[src/rtl/rsb_pkg.sv]
// Shared types for the receive slip buffer.
// Frame indices count modulo four, so that "one frame ahead" and
// "two frames ahead" can be told apart with only two buffer banks.
package rsb_pkg;

    localparam int FIDX_W = 2;
    typedef logic [FIDX_W-1:0] fidx_t;

    // Read frame index after reset: the read side sits one frame behind the writer.
    localparam fidx_t RD_FRAME_RST = fidx_t'(2);

    typedef enum logic [1:0] {
        SLIP_NONE   = 2'd0,
        SLIP_REPEAT = 2'd1,
        SLIP_SKIP   = 2'd2
    } slip_e;

    // Decide the slip kind for a read frame start.
    // gap = distance from the frame the reader would take next to the frame being written.
    function automatic slip_e slip_kind(fidx_t wr_idx, fidx_t rd_idx);
        fidx_t gap;
        gap = wr_idx - rd_idx - fidx_t'(1);
        case (gap)
            fidx_t'(1): return SLIP_NONE;
            fidx_t'(2): return SLIP_SKIP;
            default:    return SLIP_REPEAT;
        endcase
    endfunction

    // Short-delay test at a write frame boundary (new write index vs read index).
    function automatic logic is_short_delay(fidx_t wr_new, fidx_t rd_idx);
        return (wr_new - rd_idx) == fidx_t'(2);
    endfunction

endpackage

[src/rtl/rsb_wr_side.sv]
// Write side of the slip buffer.
// Tracks the frame being written (modulo four) and the channel within it,
// and produces the bank write port. Assumes wr_sof only arrives with wr_en.
module rsb_wr_side
    import rsb_pkg::*;
#(
    parameter int DATA_W = 8,
    parameter int CHANS  = 24,
    localparam int CH_W  = $clog2(CHANS + 1)
) (
    input  logic              clk,
    input  logic              rst_n,
    input  logic              wr_en,
    input  logic              wr_sof,
    input  logic [DATA_W-1:0] wr_data,
    output fidx_t             wr_frame,
    output logic              sof_stb,
    output logic              mem_we,
    output logic              mem_bank,
    output logic [CH_W-1:0]   mem_ch,
    output logic [DATA_W-1:0] mem_wdata
);

    localparam logic [CH_W-1:0] CH_FULL = CH_W'(CHANS);

    logic [CH_W-1:0] ch_q;
    fidx_t           frame_q;
    fidx_t           frame_inc;

    assign frame_inc = frame_q + fidx_t'(1);

    // Frame index and channel counter; the channel counter stops at CHANS.
    always_ff @(posedge clk) begin
        if (!rst_n) begin
            frame_q <= '0;
            ch_q    <= CH_FULL;
        end else if (wr_en) begin
            if (wr_sof) begin
                frame_q <= frame_inc;
                ch_q    <= CH_W'(1);
            end else if (ch_q < CH_FULL) begin
                ch_q <= ch_q + CH_W'(1);
            end
        end
    end

    // Bank write port: channel 0 goes to the new frame's bank.
    always_comb begin
        mem_we    = wr_en && (wr_sof || (ch_q < CH_FULL));
        mem_bank  = wr_sof ? frame_inc[0] : frame_q[0];
        mem_ch    = wr_sof ? '0 : ch_q;
        mem_wdata = wr_data;
    end

    assign wr_frame = frame_q;
    assign sof_stb  = wr_en && wr_sof;

    AST_CH_LIMIT: assert property (@(posedge clk) disable iff (!rst_n)
        ch_q <= CH_FULL);

    AST_EXTRA_BYTE_IGNORED: assert property (@(posedge clk) disable iff (!rst_n)
        (wr_en && !wr_sof && ch_q == CH_FULL) |=> (ch_q == CH_FULL) && $stable(frame_q));

endmodule

[src/rtl/rsb_rd_timing.sv]
// Read-side bus timing.
// Counts bit times within a slot and slots within a frame on each read strobe,
// and flags the strobes that open a slot or a frame.
module rsb_rd_timing #(
    parameter int SLOTS         = 32,
    parameter int BITS_PER_SLOT = 8,
    localparam int SLOT_W       = $clog2(SLOTS),
    localparam int BIT_W        = $clog2(BITS_PER_SLOT)
) (
    input  logic              clk,
    input  logic              rst_n,
    input  logic              rd_bit_en,
    output logic [SLOT_W-1:0] slot_cnt,
    output logic [BIT_W-1:0]  bit_cnt,
    output logic              slot_stb,
    output logic              frame_stb
);

    localparam logic [SLOT_W-1:0] SLOT_LAST = SLOT_W'(SLOTS - 1);
    localparam logic [BIT_W-1:0]  BIT_LAST  = BIT_W'(BITS_PER_SLOT - 1);

    // Position of the next read strobe; both counters wrap to zero.
    always_ff @(posedge clk) begin
        if (!rst_n) begin
            slot_cnt <= '0;
            bit_cnt  <= '0;
        end else if (rd_bit_en) begin
            if (bit_cnt == BIT_LAST) begin
                bit_cnt  <= '0;
                slot_cnt <= (slot_cnt == SLOT_LAST) ? '0 : slot_cnt + SLOT_W'(1);
            end else begin
                bit_cnt <= bit_cnt + BIT_W'(1);
            end
        end
    end

    assign slot_stb  = rd_bit_en && (bit_cnt == '0);
    assign frame_stb = slot_stb && (slot_cnt == '0);

    AST_FRAME_WRAP: assert property (@(posedge clk) disable iff (!rst_n)
        (rd_bit_en && slot_cnt == SLOT_LAST && bit_cnt == BIT_LAST) |=> (slot_cnt == '0) && (bit_cnt == '0));

    AST_IDLE_HOLD: assert property (@(posedge clk) disable iff (!rst_n)
        !rd_bit_en |=> $stable(slot_cnt) && $stable(bit_cnt));

endmodule

[src/rtl/rsb_slip_ctrl.sv]
// Controlled-slip decision.
// At each read frame start, picks the next frame to read from the write
// frame index, repeating or skipping a frame when the reader is too close
// or too far, and records the slip as a toggle plus a direction bit.
module rsb_slip_ctrl
    import rsb_pkg::*;
(
    input  logic  clk,
    input  logic  rst_n,
    input  logic  frame_stb,
    input  fidx_t wr_frame,
    output fidx_t rd_frame,
    output logic  rd_bank,
    output logic  slip_toggle,
    output logic  slip_repeat
);

    slip_e kind;
    fidx_t rd_next;
    fidx_t rd_q;

    // Choose the next read frame for the slip kind.
    always_comb begin
        kind = slip_kind(wr_frame, rd_q);
        case (kind)
            SLIP_REPEAT: rd_next = rd_q;
            SLIP_SKIP:   rd_next = rd_q + fidx_t'(2);
            default:     rd_next = rd_q + fidx_t'(1);
        endcase
        rd_bank = frame_stb ? rd_next[0] : rd_q[0];
    end

    // Read frame register and slip status, updated only at read frame starts.
    always_ff @(posedge clk) begin
        if (!rst_n) begin
            rd_q        <= RD_FRAME_RST;
            slip_toggle <= 1'b0;
            slip_repeat <= 1'b0;
        end else if (frame_stb) begin
            rd_q <= rd_next;
            if (kind != SLIP_NONE) begin
                slip_toggle <= ~slip_toggle;
                slip_repeat <= (kind == SLIP_REPEAT);
            end
        end
    end

    assign rd_frame = rd_q;

    AST_SLIP_AT_FRAME: assert property (@(posedge clk) disable iff (!rst_n)
        (slip_toggle != $past(slip_toggle)) |-> $past(frame_stb));

    AST_DIR_HELD: assert property (@(posedge clk) disable iff (!rst_n)
        !frame_stb |=> $stable(slip_repeat) && $stable(slip_toggle));

    AST_REPEAT_SAME_FRAME: assert property (@(posedge clk) disable iff (!rst_n)
        (frame_stb && wr_frame == rd_q + fidx_t'(1)) |=> slip_repeat && (rd_q == $past(rd_q)));

    AST_SKIP_DIR: assert property (@(posedge clk) disable iff (!rst_n)
        (frame_stb && wr_frame == rd_q + fidx_t'(3)) |=> !slip_repeat && (rd_q == $past(rd_q) + fidx_t'(2)));

endmodule

[src/rtl/rsb_phase_meter.sv]
// Phase measurement between the write and read frame boundaries.
// On every other write frame boundary, captures the read slot and bit
// counts and whether the buffer delay is short; holds them otherwise.
module rsb_phase_meter
    import rsb_pkg::*;
#(
    parameter int SLOT_W = 5,
    parameter int BIT_W  = 3
) (
    input  logic              clk,
    input  logic              rst_n,
    input  logic              sof_stb,
    input  fidx_t             wr_frame,
    input  fidx_t             rd_frame,
    input  logic [SLOT_W-1:0] slot_cnt,
    input  logic [BIT_W-1:0]  bit_cnt,
    output logic              delay_short,
    output logic [SLOT_W-1:0] phase_slots,
    output logic [BIT_W-1:0]  phase_bits
);

    logic take_q;   // 1 when the next write boundary is a capturing one

    // Alternate capture decision, starting with the first boundary after reset.
    always_ff @(posedge clk) begin
        if (!rst_n) begin
            take_q <= 1'b1;
        end else if (sof_stb) begin
            take_q <= ~take_q;
        end
    end

    // Phase word register, refreshed on capturing write boundaries.
    always_ff @(posedge clk) begin
        if (!rst_n) begin
            delay_short <= 1'b1;
            phase_slots <= '0;
            phase_bits  <= '0;
        end else if (sof_stb && take_q) begin
            delay_short <= is_short_delay(wr_frame + fidx_t'(1), rd_frame);
            phase_slots <= slot_cnt;
            phase_bits  <= bit_cnt;
        end
    end

    AST_PHASE_HOLD: assert property (@(posedge clk) disable iff (!rst_n)
        !(sof_stb && take_q) |=> $stable(phase_slots) && $stable(phase_bits) && $stable(delay_short));

    AST_PHASE_SOURCE: assert property (@(posedge clk) disable iff (!rst_n)
        (sof_stb && take_q) |=> (phase_slots == $past(slot_cnt)) && (phase_bits == $past(bit_cnt)));

endmodule

[src/rtl/rsb_store.sv]
// Two-frame byte store with the slot read-out register.
// Each bank holds one frame of channel bytes; a read strobe at a slot start
// loads the addressed byte, or the idle byte for unmapped slots.
module rsb_store #(
    parameter int DATA_W            = 8,
    parameter int CHANS             = 24,
    parameter int SLOTS             = 32,
    parameter logic [DATA_W-1:0] IDLE_BYTE = '1,
    localparam int CH_W             = $clog2(CHANS + 1),
    localparam int SLOT_W           = $clog2(SLOTS)
) (
    input  logic              clk,
    input  logic              rst_n,
    input  logic              we,
    input  logic              wbank,
    input  logic [CH_W-1:0]   wch,
    input  logic [DATA_W-1:0] wdata,
    input  logic              rd_stb,
    input  logic              rbank,
    input  logic [SLOT_W-1:0] rslot,
    output logic [DATA_W-1:0] rd_byte,
    output logic              rd_valid,
    output logic [SLOT_W-1:0] rd_slot
);

    localparam int NBANK = 2;
    localparam logic [SLOT_W-1:0] SLOT_MAPPED = SLOT_W'(CHANS);

    logic [NBANK-1:0][DATA_W-1:0] bank_rd;
    logic [CH_W-1:0]              rd_idx;
    logic                         mapped;

    assign mapped = rslot < SLOT_MAPPED;
    assign rd_idx = mapped ? CH_W'(rslot) : '0;

    for (genvar b = 0; b < NBANK; b++) begin : g_bank
        logic [DATA_W-1:0] mem_q [CHANS];

        // Bank storage, filled with idle bytes at reset.
        always_ff @(posedge clk) begin
            if (!rst_n) begin
                for (int c = 0; c < CHANS; c++) begin
                    mem_q[c] <= IDLE_BYTE;
                end
            end else if (we && (wbank == 1'(b)) && (wch < CH_W'(CHANS))) begin
                mem_q[wch] <= wdata;
            end
        end

        assign bank_rd[b] = mem_q[rd_idx];
    end

    // Slot read-out register with a one-cycle valid pulse.
    always_ff @(posedge clk) begin
        if (!rst_n) begin
            rd_byte  <= IDLE_BYTE;
            rd_valid <= 1'b0;
            rd_slot  <= '0;
        end else begin
            rd_valid <= rd_stb;
            if (rd_stb) begin
                rd_slot <= rslot;
                rd_byte <= mapped ? bank_rd[rbank] : IDLE_BYTE;
            end
        end
    end

    AST_IDLE_SLOTS: assert property (@(posedge clk) disable iff (!rst_n)
        (rd_valid && rd_slot >= SLOT_MAPPED) |-> (rd_byte == IDLE_BYTE));

    AST_VALID_PULSE: assert property (@(posedge clk) disable iff (!rst_n)
        rd_valid |=> !rd_valid);

endmodule

[src/rtl/t1_rx_slip_buffer.sv]
// T1 receive slip buffer, top level.
// Connects the write side, the read timing, the slip decision, the phase
// meter and the two-frame store. Assumes both strobes share clk and that
// a write strobe and a read frame start do not need ordering between them:
// a read frame start sees the write frame index from before that cycle.
module t1_rx_slip_buffer
    import rsb_pkg::*;
#(
    parameter int DATA_W        = 8,
    parameter int CHANS         = 24,
    parameter int SLOTS         = 32,
    parameter int BITS_PER_SLOT = 8,
    localparam int CH_W         = $clog2(CHANS + 1),
    localparam int SLOT_W       = $clog2(SLOTS),
    localparam int BIT_W        = $clog2(BITS_PER_SLOT)
) (
    input  logic              clk,
    input  logic              rst_n,
    input  logic              wr_en,
    input  logic              wr_sof,
    input  logic [DATA_W-1:0] wr_data,
    input  logic              rd_bit_en,
    output logic [DATA_W-1:0] rd_byte,
    output logic              rd_valid,
    output logic [SLOT_W-1:0] rd_slot,
    output logic              slip_toggle,
    output logic              slip_repeat,
    output logic              delay_short,
    output logic [SLOT_W-1:0] phase_slots,
    output logic [BIT_W-1:0]  phase_bits
);

    fidx_t             wr_frame;
    fidx_t             rd_frame;
    logic              sof_stb;
    logic              mem_we;
    logic              mem_bank;
    logic [CH_W-1:0]   mem_ch;
    logic [DATA_W-1:0] mem_wdata;
    logic [SLOT_W-1:0] slot_cnt;
    logic [BIT_W-1:0]  bit_cnt;
    logic              slot_stb;
    logic              frame_stb;
    logic              rd_bank;

    rsb_wr_side #(.DATA_W(DATA_W), .CHANS(CHANS)) u_wr (
        .clk       (clk),
        .rst_n     (rst_n),
        .wr_en     (wr_en),
        .wr_sof    (wr_sof),
        .wr_data   (wr_data),
        .wr_frame  (wr_frame),
        .sof_stb   (sof_stb),
        .mem_we    (mem_we),
        .mem_bank  (mem_bank),
        .mem_ch    (mem_ch),
        .mem_wdata (mem_wdata)
    );

    rsb_rd_timing #(.SLOTS(SLOTS), .BITS_PER_SLOT(BITS_PER_SLOT)) u_rd (
        .clk       (clk),
        .rst_n     (rst_n),
        .rd_bit_en (rd_bit_en),
        .slot_cnt  (slot_cnt),
        .bit_cnt   (bit_cnt),
        .slot_stb  (slot_stb),
        .frame_stb (frame_stb)
    );

    rsb_slip_ctrl u_slip (
        .clk         (clk),
        .rst_n       (rst_n),
        .frame_stb   (frame_stb),
        .wr_frame    (wr_frame),
        .rd_frame    (rd_frame),
        .rd_bank     (rd_bank),
        .slip_toggle (slip_toggle),
        .slip_repeat (slip_repeat)
    );

    rsb_phase_meter #(.SLOT_W(SLOT_W), .BIT_W(BIT_W)) u_phase (
        .clk         (clk),
        .rst_n       (rst_n),
        .sof_stb     (sof_stb),
        .wr_frame    (wr_frame),
        .rd_frame    (rd_frame),
        .slot_cnt    (slot_cnt),
        .bit_cnt     (bit_cnt),
        .delay_short (delay_short),
        .phase_slots (phase_slots),
        .phase_bits  (phase_bits)
    );

    rsb_store #(.DATA_W(DATA_W), .CHANS(CHANS), .SLOTS(SLOTS)) u_store (
        .clk      (clk),
        .rst_n    (rst_n),
        .we       (mem_we),
        .wbank    (mem_bank),
        .wch      (mem_ch),
        .wdata    (mem_wdata),
        .rd_stb   (slot_stb),
        .rbank    (rd_bank),
        .rslot    (slot_cnt),
        .rd_byte  (rd_byte),
        .rd_valid (rd_valid),
        .rd_slot  (rd_slot)
    );

    AST_RESET_STATE: assert property (@(posedge clk)
        $past(!rst_n) |-> !slip_toggle && !slip_repeat && delay_short && !rd_valid);

endmodule

[config.mk]
export PLATFORM = sky130hd
export DESIGN_NAME = t1_rx_slip_buffer
export DESIGN_NICKNAME = d
export VERILOG_FILES = /design/src/rtl/rsb_pkg.sv /design/src/rtl/rsb_wr_side.sv /design/src/rtl/rsb_rd_timing.sv /design/src/rtl/rsb_slip_ctrl.sv /design/src/rtl/rsb_phase_meter.sv /design/src/rtl/rsb_store.sv /design/src/rtl/t1_rx_slip_buffer.sv
export SDC_FILE = /design/constraint.sdc
export NUM_CORES = 1
export LEC_CHECK = 0
export ABC_AREA = 0
export ABC_CLOCK_PERIOD_IN_PS = 5800
export BUFFER_PORTS_ARGS = -buffer_cell sky130_fd_sc_hd__buf_2
export CORE_MARGIN = 2
export CORE_UTILIZATION = 50
export DETAILED_ROUTE_END_ITERATION = 12
export PLACE_DENSITY = 0.64
export SLEW_MARGIN = 20
export SYNTH_ARGS = -nofsm -noshare
export SYNTH_HDL_FRONTEND = slang
export SYNTH_SLANG_ARGS = --single-unit
[constraint.sdc]
create_clock -name clk -period 5.8 [get_ports clk]
set_input_delay 0.58 -clock clk [delete_from_list [all_inputs] [get_ports clk]]
set_output_delay 0.58 -clock clk [all_outputs]
set_load 0.005 [all_outputs]
* Word level (Yosys, flattened, before mapping)
Memories as Yosys holds them, arrays and structs flattened.
Cells that the tools add are included.
** Word-level totals
- Output and inout bits :: 25
- RAM bits :: 384
- Memories :: 2
- Input bits :: 13
- Logic and storage cells :: 88
- Bits in registers :: 43
** Operators by class
- Reductions and logical operators :: 21
- Mux-type cells :: 26
- Magnitude comparators :: 4
- Bitwise operators :: 4
- $add $sub $neg :: 9
- Equality and inequality tests :: 7
** Memory list
- u_store.g_bank[0].mem_q :: words 24, width 8, rd ports 1, clocked after memory_dff 0, write ports 24, line rsb_store.sv:37 : logic [DATA_W-1:0] mem_q [CHANS];
- u_store.g_bank[1].mem_q :: words 24, width 8, rd ports 1, clocked after memory_dff 0, write ports 24, line rsb_store.sv:37
** Operators by type and width (count)
- two-way mux 8 bit :: 5
- two-way mux 5 bit :: 7
- OR reduction 8 bit :: 2
- < comparator 5 bit, second input constant :: 3
- two-way mux 1 bit :: 11
- adder 5 x 1 -> 5 bit, second input constant :: 2
- AND reduction 2 bit :: 5
- logical AND 1 bit :: 9
- case mux 2 bit (2 select lines) :: 2
- equality test 2 bit, second input constant :: 3
- equality test 5 bit, second input constant :: 1
- logical NOT 5 bit :: 1
- adder 2 x 1 -> 2 bit, second input constant :: 2
- equality test 2 x 1 -> 1 bit, second input constant :: 2
- inverter 1 bit :: 4
- nonzero test 2 bit :: 2
- subtractor 2 bit :: 2
- adder 3 x 1 -> 3 bit, second input constant :: 1
- equality test 3 bit, second input constant :: 1
- logical NOT 3 bit :: 1
- two-way mux 3 bit :: 1
- adder 2 bit, second input constant :: 1
- < comparator 1 x 2 -> 1 bit, second input constant :: 1
- subtractor 2 x 1 -> 2 bit, second input constant :: 1
- logical OR 1 bit :: 1

* Longest topological paths before layout
Gate-level depths: netlist of the first run.
- Depth after elaboration :: 10
- Mapped depth :: 11
- Mapped depth without buffers :: 8

* Hierarchy
From an unflattened synthesis of the first run, not the netlist that was laid out.
** Second synthesis, totals
- Cells, all modules :: 1650
- Area total of the unflattened synthesis :: 20648.6 µm²
** Modules (own cells, without submodules)
- rsb_store :: times used 1, area each 19017.0 µm², seq. area each 11811.3 µm², cells an instance 1478
- rsb_phase_meter :: times used 1, area each 480.5 µm², seq. area each 200.2 µm², cells an instance 47
- rsb_rd_timing :: times used 1, area each 469.2 µm², seq. area each 160.2 µm², cells an instance 49
- rsb_wr_side :: times used 1, area each 435.4 µm², seq. area each 140.1 µm², cells an instance 50
- rsb_slip_ctrl :: times used 1, area each 246.5 µm², seq. area each 80.1 µm², cells an instance 26

* Worst setup path before layout of the first run
OpenSTA, ideal clock, no wires.
- Kind :: reg2reg
- Start :: register u_rd.slot_cnt[1]
- End :: register u_store.rd_byte[2]
- Clock period less this slack :: 2.765 ns
- Cell stages (with the launch flop) :: 11
- Required time :: 5.678 ns
- Setup slack :: 3.035 ns
- Path buffers :: 3
- Setup time :: 0.122 ns
- Arrival :: 2.643 ns
- Cells stage by stage :: dfxtp_1 clkbuf_1 buf_2 inv_1 buf_2 ha_1 or4b_4 nor3_4 mux2i_1 a211oi_1 o32a_1
** Between the ends
- Cells in the longest elaborated chain, start to end :: 6
- Elaborated cells on any way between the ends :: 10
- Those cells by class :: order compare: 1; mux: 5; reduce/logical: 2; memory: 2
** Ends and longest elaborated chain
- start: declaration :: line rsb_rd_timing.sv:13 : output logic [SLOT_W-1:0] slot_cnt,
- start signal: assignment :: line rsb_rd_timing.sv:30 : slot_cnt <= (slot_cnt == SLOT_LAST) ? '0 : slot_cnt + SLOT_W'(1);
- < comparator 5 bit / logical NOT 5 bit (equally long branches) :: line rsb_store.sv:33, rsb_rd_timing.sv:38
- two-way mux 5 bit / logical AND 1 bit (equally long branches) :: line rsb_store.sv:34, rsb_rd_timing.sv:38
- memory (24 x 8 bit) / two-way mux 1 bit (equally long branches)
- two-way mux 8 bit (implied by the code) (2 in series) :: line rsb_store.sv:63 : rd_byte <= mapped ? bank_rd[rbank] : IDLE_BYTE;
- two-way mux 8 bit (*) :: line rsb_store.sv:63
- end signal: assignment :: line rsb_store.sv:63
- end: declaration :: line rsb_store.sv:21 : output logic [DATA_W-1:0] rd_byte,
Every way passes the cells marked *; elsewhere a longest branch is shown, timed or not. The select of a mux whose other input is x is not followed.
A chain may end at the register's enable or synchronous reset.

* Worst setup path in the final report of the first run
- Start :: register u_rd.slot_cnt[0]
- End :: register u_store.rd_byte[7]
The elaborated chain is that of the path after synthesis.

==> metrics.txt, run 1 <==
Yosys cell types=73; Initial Util=50.3%; Initial DRT Pass Iterations=5; utilization after layout=54.8%; layout overhead on the synthesized area=8.86%; # diodes=0; clock transition at the registers of the reported paths=60 ps; Post-CTS Setup Repair Bufs=0; Tmin final=3550 ps; Fin. Hold Viols=0; design internal power=5050 uW; Clock Skew=18.3 ps; Gate power share=4.7%; CP Launch Point=u_rd.slot_cnt[0]; CTS max path bufs=3; CTS Hold Bufs=0; Fin Setup TNS=0 ps; DRC Markers=0; CTS buffer count=45; DIE WIDTH=206 um; Slew Viols, Final=0; max-cap violations=0; Yosys warnings=0; Clk Latency, worst-skew pair=580 ps; Relative slew margins=25.3%; synthesized area per cell=12.4 um^2; CP Launch Type=flip-flop; Cells after Synth=1,646; Final setup viols=0; sw power=1430 uW; row cnt=74; crit-path cells=buf_4, mux2_2, a21oi_1, o221ai_1, a2111oi_0, a211oi_1, a32o_1; FILL cells=3,358; largest net degree at the start of global routing=73; Worst EP required=6260 ps; Nets=1,606; switching part of the total=22.1%; CP endpoint kind=flip-flop; sequential area share after synthesis=60.7%; Die ar.=42,400 um^2; Post-DRT Antenna Nets=0; first-pass GRT wire length=85,800 um; Post-Place Cells=2,067; Pwr per Cell Area=292 nW/um^2; Port Buffers=37; Slowest cell on crit path=buf_4; Die Ht=206 um; H-Tree Depth=2; sequential share of power=52.3%; Async S/R FF share, synth=0%; initial antenna violation count=2; net count after synthesis=1,670; Hold Path Origin=rst_n; #FFs+latches synth=427; Clk pwr share=43.0%; final WL=56,500 um; Avg WL per Cell=26.3 um; vias in the first global route=13,619; IO Count=38; RSZ-0062 raised after global routing=false; gr usage total=27.2%; max incr delay on CP=870 ps; Placed Area=20,800 um^2; post-cts resize count=0; final non-filler cell total=2,148; Max VDD drop=0.000213 V; CTS Sinks=427; core area=40,600 um^2; leakage power=0.00547 uW; Max Clk Rate=0.282 GHz; crit path max fanout=65; Root Driver=clkbuf_16; crit path buf inv count=1; fin area=22,200 um^2; synthesized area=20,400 um^2; reg2reg start=u_rd.slot_cnt[0]; GRT overflow=0; CTS tree=yes; vias=13,945; number of synthesized flops with an enable pin=384; fin crit share=61.1%; worst slew pin tran=1110 ps; top_reg_cell synth=edfxtp_1; worst min path class=in2reg; First DRT Iteration DRCs=1,813; ratio of cells with drive above 1 in the final layout=13.9%; CP arrival=4000 ps; critical path type=reg2reg; dpl hpwl=33,800 um; largest delay contributor family on the critical path=compound AO/OA/AOI/OAI gates; status=complete, no violations; DR vias/cell=6.49; gpl congestion=0.927
==> state kept, by name, summed over array words and instances (netlist names), 2 cells and up <==
register / count
u_rd.slot_cnt: 5
u_store.g_bank.mem_q: 384
u_store.rd_byte: 8
u_slip.rd_frame: 2
u_phase.phase_slots: 5
u_wr.ch_q: 5
u_phase.phase_bits: 3
u_store.rd_slot: 5
u_rd.bit_cnt: 3
u_wr.wr_frame: 2
==> stage by stage <==
stage	hold slack [ps]	total power (uW)	setup slack (ps)
global placement	449	3740	2340
detailed placement	456	3750	2310
CTS	332	6500	2300
global route	372	6640	2120
finish	352	6480	2250
floorplan	460	3630	3030
==> final timing paths <==
kind,end,slack (ps),cells after the start
setup reg to reg,u_store.rd_byte[7],2250,7
setup / recovery,u_store.rd_byte[7],2250,7
hold reg to reg,u_phase.phase_slots[0],460,2
hold / removal,u_slip.rd_frame[1],350,2
==> power by group through the flow <==
stage | Clock (uW) | Combinational [uW] | Sequential (uW)
after global routing | 2920 | 333 | 3390
after floorplan | 0 | 191 | 3440
final | 2790 | 305 | 3390
after detailed placement | 0 | 301 | 3450
after CTS | 2810 | 303 | 3390
after global placement | 0 | 295 | 3450
==> cell usage in the layout (no fill, tap or decap), drive strengths merged, types with 8 or more instances in the layout <==
| cell type | instances |
|---|---|
| edfxtp | 384 |
| ha | 11 |
| nand2b | 29 |
| a2bb2oi | 8 |
| a2111oi | 9 |
| inv | 12 |
| nand2 | 88 |
| a22oi | 8 |
| nor2 | 52 |
| mux2i | 36 |
| nor2b | 13 |
| o221ai | 9 |
| nand3 | 18 |
| o21ai | 75 |
| a221oi | 19 |
| clkbuf | 64 |
| mux4 | 35 |
| a221o | 13 |
| clkinv | 14 |
| o21a | 9 |
| o22ai | 9 |
| a21oi | 41 |
| buf | 82 |
| a21boi | 20 |
| or3 | 369 |
| and2 | 9 |
| dfxtp | 43 |
| mux2 | 28 |
==> metal layers <==
metal	GRT usage, %	vias up	wire length (um)
met5	0	-	11
met4	10.3	2	1870
met3	4.32	126	4470
met2	43.4	635	26600
met1	37.6	7000	23600
li1	-	6182	-
==> area by class of cell <==
type / instances / area (um^2) / area share [%]
clock inverter: 17 / 129 / 0.580
timing repair buffer: 82 / 523 / 2.35
inverter: 12 / 45.0 / 0.203
multi-input combinational: 1014 / 7180 / 32.3
clock buffer: 64 / 1270 / 5.72
sequential: 427 / 12400 / 55.8
tap: 532 / 666 / 3.00
==> Yosys cell counts, drive strengths merged (9+ instances only) <==
cell | count | area (um^2)
o21a | 9 | 67.6
nor2b | 13 | 81.3
nand2b | 29 | 181
o221ai | 9 | 78.8
a21oi | 41 | 205
a221oi | 19 | 166
dfxtp | 43 | 861
inv | 11 | 41.3
mux2i | 36 | 364
ha | 11 | 138
clkbuf | 148 | 556
mux4 | 35 | 788
or3 | 369 | 2310
and2 | 9 | 56.3
a21boi | 20 | 158
a2111oi | 9 | 80.1
nand2 | 88 | 330
edfxtp | 384 | 11500
o22ai | 9 | 56.3
o21ai | 75 | 375
mux2 | 28 | 315
nand3 | 18 | 90.1
a221o | 13 | 130
nor2 | 52 | 200
buf | 45 | 245
==> cells by family after synthesis <==
family                     synth area share (%)
and+or+nand+nor                            17.2
DFF                                        60.7
AOI/OAI and AO/OA                          9.67
buffers and inverters                      4.14
muxes                                      7.19
adders and majority gates                 0.674
xor gates and xnor gates                  0.386
Power figures use the tool's default switching activity.
==> inputs of run 2 (changes only) <==
Settings changed: ABC_AREA 0 to 1, ABC_CLOCK_PERIOD_IN_PS 5800 to 3060, PLACE_DENSITY 0.64 to 0.66.
Clock period 5.8 ns to 3.06 ns, I/O delays scaled along.
==> run 2 against run 1 <==
Against the previous run: clock-buffer cell count fell by 10; hold slack worse by 290 ps; critical path type unchanged; synthesized area up 1.6%; sequential power rose by 89%; combinational power rose by 130%; power is 89% higher; flip-flop and latch count unchanged; non-clock buffer count increased by 24; wire length rose by 1.8%; highest routed layer is now met4; die area is 1.6% higher; sequential share of layout area down 1.6 points; synthesized cell count is 39% higher.
==> metrics.txt, run 2 <==
final non-filler cell total=2,860 (+33%); Fin. Hold Viols=0 (unchanged); Crit path top cell by count=nand2_1; Pwr per Cell Area=535 nW/um^2 (+84%); worst min path class=in2reg; final WL=57,600 um (+1.8%); Top Registers=u_store.g_bank.mem_q: 384 flops, u_store.rd_byte: 8 flops; first-pass GRT wire length=88,800 um (+3.5%); Die Ht=208 um (+0.80%); synthesized area=20,700 um^2 (+1.6%); CTS Hold Bufs=1 (+1); Yosys cell types=32 (-56%); Largest register FFs=384 (unchanged); core area=40,900 um^2 (+0.91%); RSZ-0062 raised after global routing=false; Nets=2,317 (+44%); max-cap violations=0 (unchanged); CP arrival=3200 ps (-800 ps); most common cell in the netlist=nand2_1; gr usage total=26.7% (-0.48 points); Synth top cells by count=nand2_1 (771), edfxtp_1 (384), nor2_1 (247), nand3_1 (176), inv_1 (169); largest net degree at the start of global routing=177 (+140%); DRC Markers=0 (unchanged); Final setup viols=0 (unchanged); number of synthesized flops with an enable pin=384 (unchanged); GRT overflow=0 (unchanged); crit path max fanout=12 (-82%); Avg WL per Cell=20.1 um (-24%); CTS max path bufs=3 (unchanged); Clk Latency, worst-skew pair=600 ps (+20 ps); DR vias/cell=5.62 (-13%); Yosys warnings=0 (unchanged); gpl congestion=0.938 (+1.2%); DIE WIDTH=208 um (+0.80%); CTS buffer count=45 (unchanged); top_reg_cell synth=edfxtp_1; CTS Sinks=427 (unchanged); dpl hpwl=36,000 um (+6.4%); CP Launch Type=flip-flop; pre-CTS setup slack=303 ps (-2000 ps); # diodes=0 (unchanged); row cnt=74 (unchanged); Hold Path Origin=wr_data[7]; net count after synthesis=2,311 (+38%); Initial DRT Pass Iterations=8 (+3); Async S/R FF share, synth=0% (unchanged); IO Count=38 (unchanged); H-Tree Depth=2 (unchanged); Clock Skew=27.6 ps (+9.34 ps); Relative slew margins=27.2% (+1.9 points); status=complete, no violations; Max VDD drop=0.000341 V (+60%); layout overhead on the synthesized area=10.3%; Cells after Synth=2,287 (+39%); max incr delay on CP=650 ps (-220 ps); Post-CTS Setup Repair Bufs=0 (unchanged); ratio of cells with drive above 1 in the final layout=9.88% (-4.0 points); sequential area share after synthesis=59.7% (-0.97 points); Worst EP required=3550 ps (-2710 ps); clock transition at the registers of the reported paths=60 ps (about the same); utilization after layout=55.9% (+1.1 points); area leader, netlist=edfxtp_1; Fin Setup TNS=0 ps (unchanged); CP Launch Point=u_rd.slot_cnt[1]; synthesized area per cell=9.07 um^2 (-27%); Slowest cell on crit path=dfxtp_1; #FFs+latches synth=427 (unchanged); First DRT Iteration DRCs=1,823 (+0.55%); CP endpoint kind=flip-flop; worst slew pin tran=1080 ps (-34.0 ps); Root Driver=clkbuf_16; Die ar.=43,100 um^2 (+1.6%); post-cts resize count=0 (unchanged); initial antenna violation count=0 (-2); Post-DRT Antenna Nets=0 (unchanged); crit path buf inv count=2 (+1); commonest non-fill, non-tap cell in the layout=nand2_1; reg2reg start=u_rd.slot_cnt[1]; vias=16,070 (+15%); Port Buffers=37 (unchanged); ranking of synthesized cells by area=edfxtp_1 (56%), nand2_1 (14%), nor2_1 (4.5%); Initial Util=50.7% (+0.36 points); CTS tree=yes; most frequent cells in the layout=nand2_1 (771), edfxtp_1 (384), nor2_1 (247), nand3_1 (176), inv_1 (159); Synth top area share=55.6% (-0.91 points); Slew Viols, Final=0 (unchanged); Tmin final=2710 ps (-833 ps); Post-Place Cells=2,777 (+34%); fin crit share=88.7% (+28 points); critical path type=reg2reg; worst setup margin=347 ps (-1910 ps); largest register by flop count=u_store.g_bank.mem_q; Max Clk Rate=0.369 GHz (+31%); crit-path cells=clkinv_1, ha_1, nand4_1, o21ai_0, nand2_1, inv_2, nand2_1, nand2_1, nand2_1, nand2_1, nand2_1, nand2_1; vias in the first global route=15,682 (+15%); leakage power=0.00792 uW (+45%); largest delay contributor family on the critical path=simple AND/OR/NAND/NOR gates
## run 2: layout make-up
type / count / area [um^2]
clock inverter: 28 / 153
sequential: 427 / 12400
clock buffer: 54 / 1190
fill: 3649 / 18100
timing repair buffer: 106 / 868
tap: 532 / 666
inverter: 178 / 668
multi-input combinational: 1535 / 6930
## run 2: through the flow
step	hold slack, ps	instance area [um^2]	total power, uW
after CTS	44.3	22900	12300
after global placement	436	21500	7230
after global routing	60.9	22900	12600
after floorplan	440	20700	6940
final	61.0	22900	12200
after detailed placement	452	21500	7250
## run 2: cells by family (layout without fill, tap and decap cells)
group / after synthesis / in the layout / synth area share, %
adders and majority gates: 11 / 11 / 0.664
and+or+nand+nor: 1319 / 1319 / 27.4
xor gates and xnor gates: 4 / 4 / 0.169
buffers and inverters: 325 / 366 / 6.85
DFF: 427 / 427 / 59.7
AOI/OAI and AO/OA: 201 / 201 / 5.12
## run 2: final timing paths
check	to	slack (ps)	cells after the start
worst max-delay path	u_store.rd_byte[4]	350	12
worst min-delay path	u_store.g_bank[0].mem_q[0][7]	60	3
worst max register to register	u_store.rd_byte[4]	350	12
worst min register to register	u_slip.slip_repeat	450	2
## run 2: metal layers
layer | up-vias | wire (um) | track usage (%)
li1 | 7502 | - | -
met1 | 7762 | 23500 | 35.5
met2 | 666 | 26800 | 42.7
met3 | 140 | 4800 | 4.92
met4 | 0 | 2480 | 12.2
met5 | - | 0 | 0
## run 2: tightest hold or removal path: cells and delay by family
kind                   cells  cell delay, ps
buffers and inverters      2             170
AND/OR/NAND/NOR            1              80
## run 2: power by group
group | leakage, uW | total, uW | switching, uW | internal (uW)
sequential | 0.00301 | 6420 | 32.9 | 6380
combinational | 0.00424 | 716 | 533 | 184
clock | 0.000667 | 5100 | 2330 | 2770
total | 0.00792 | 12200 | 2900 | 9340
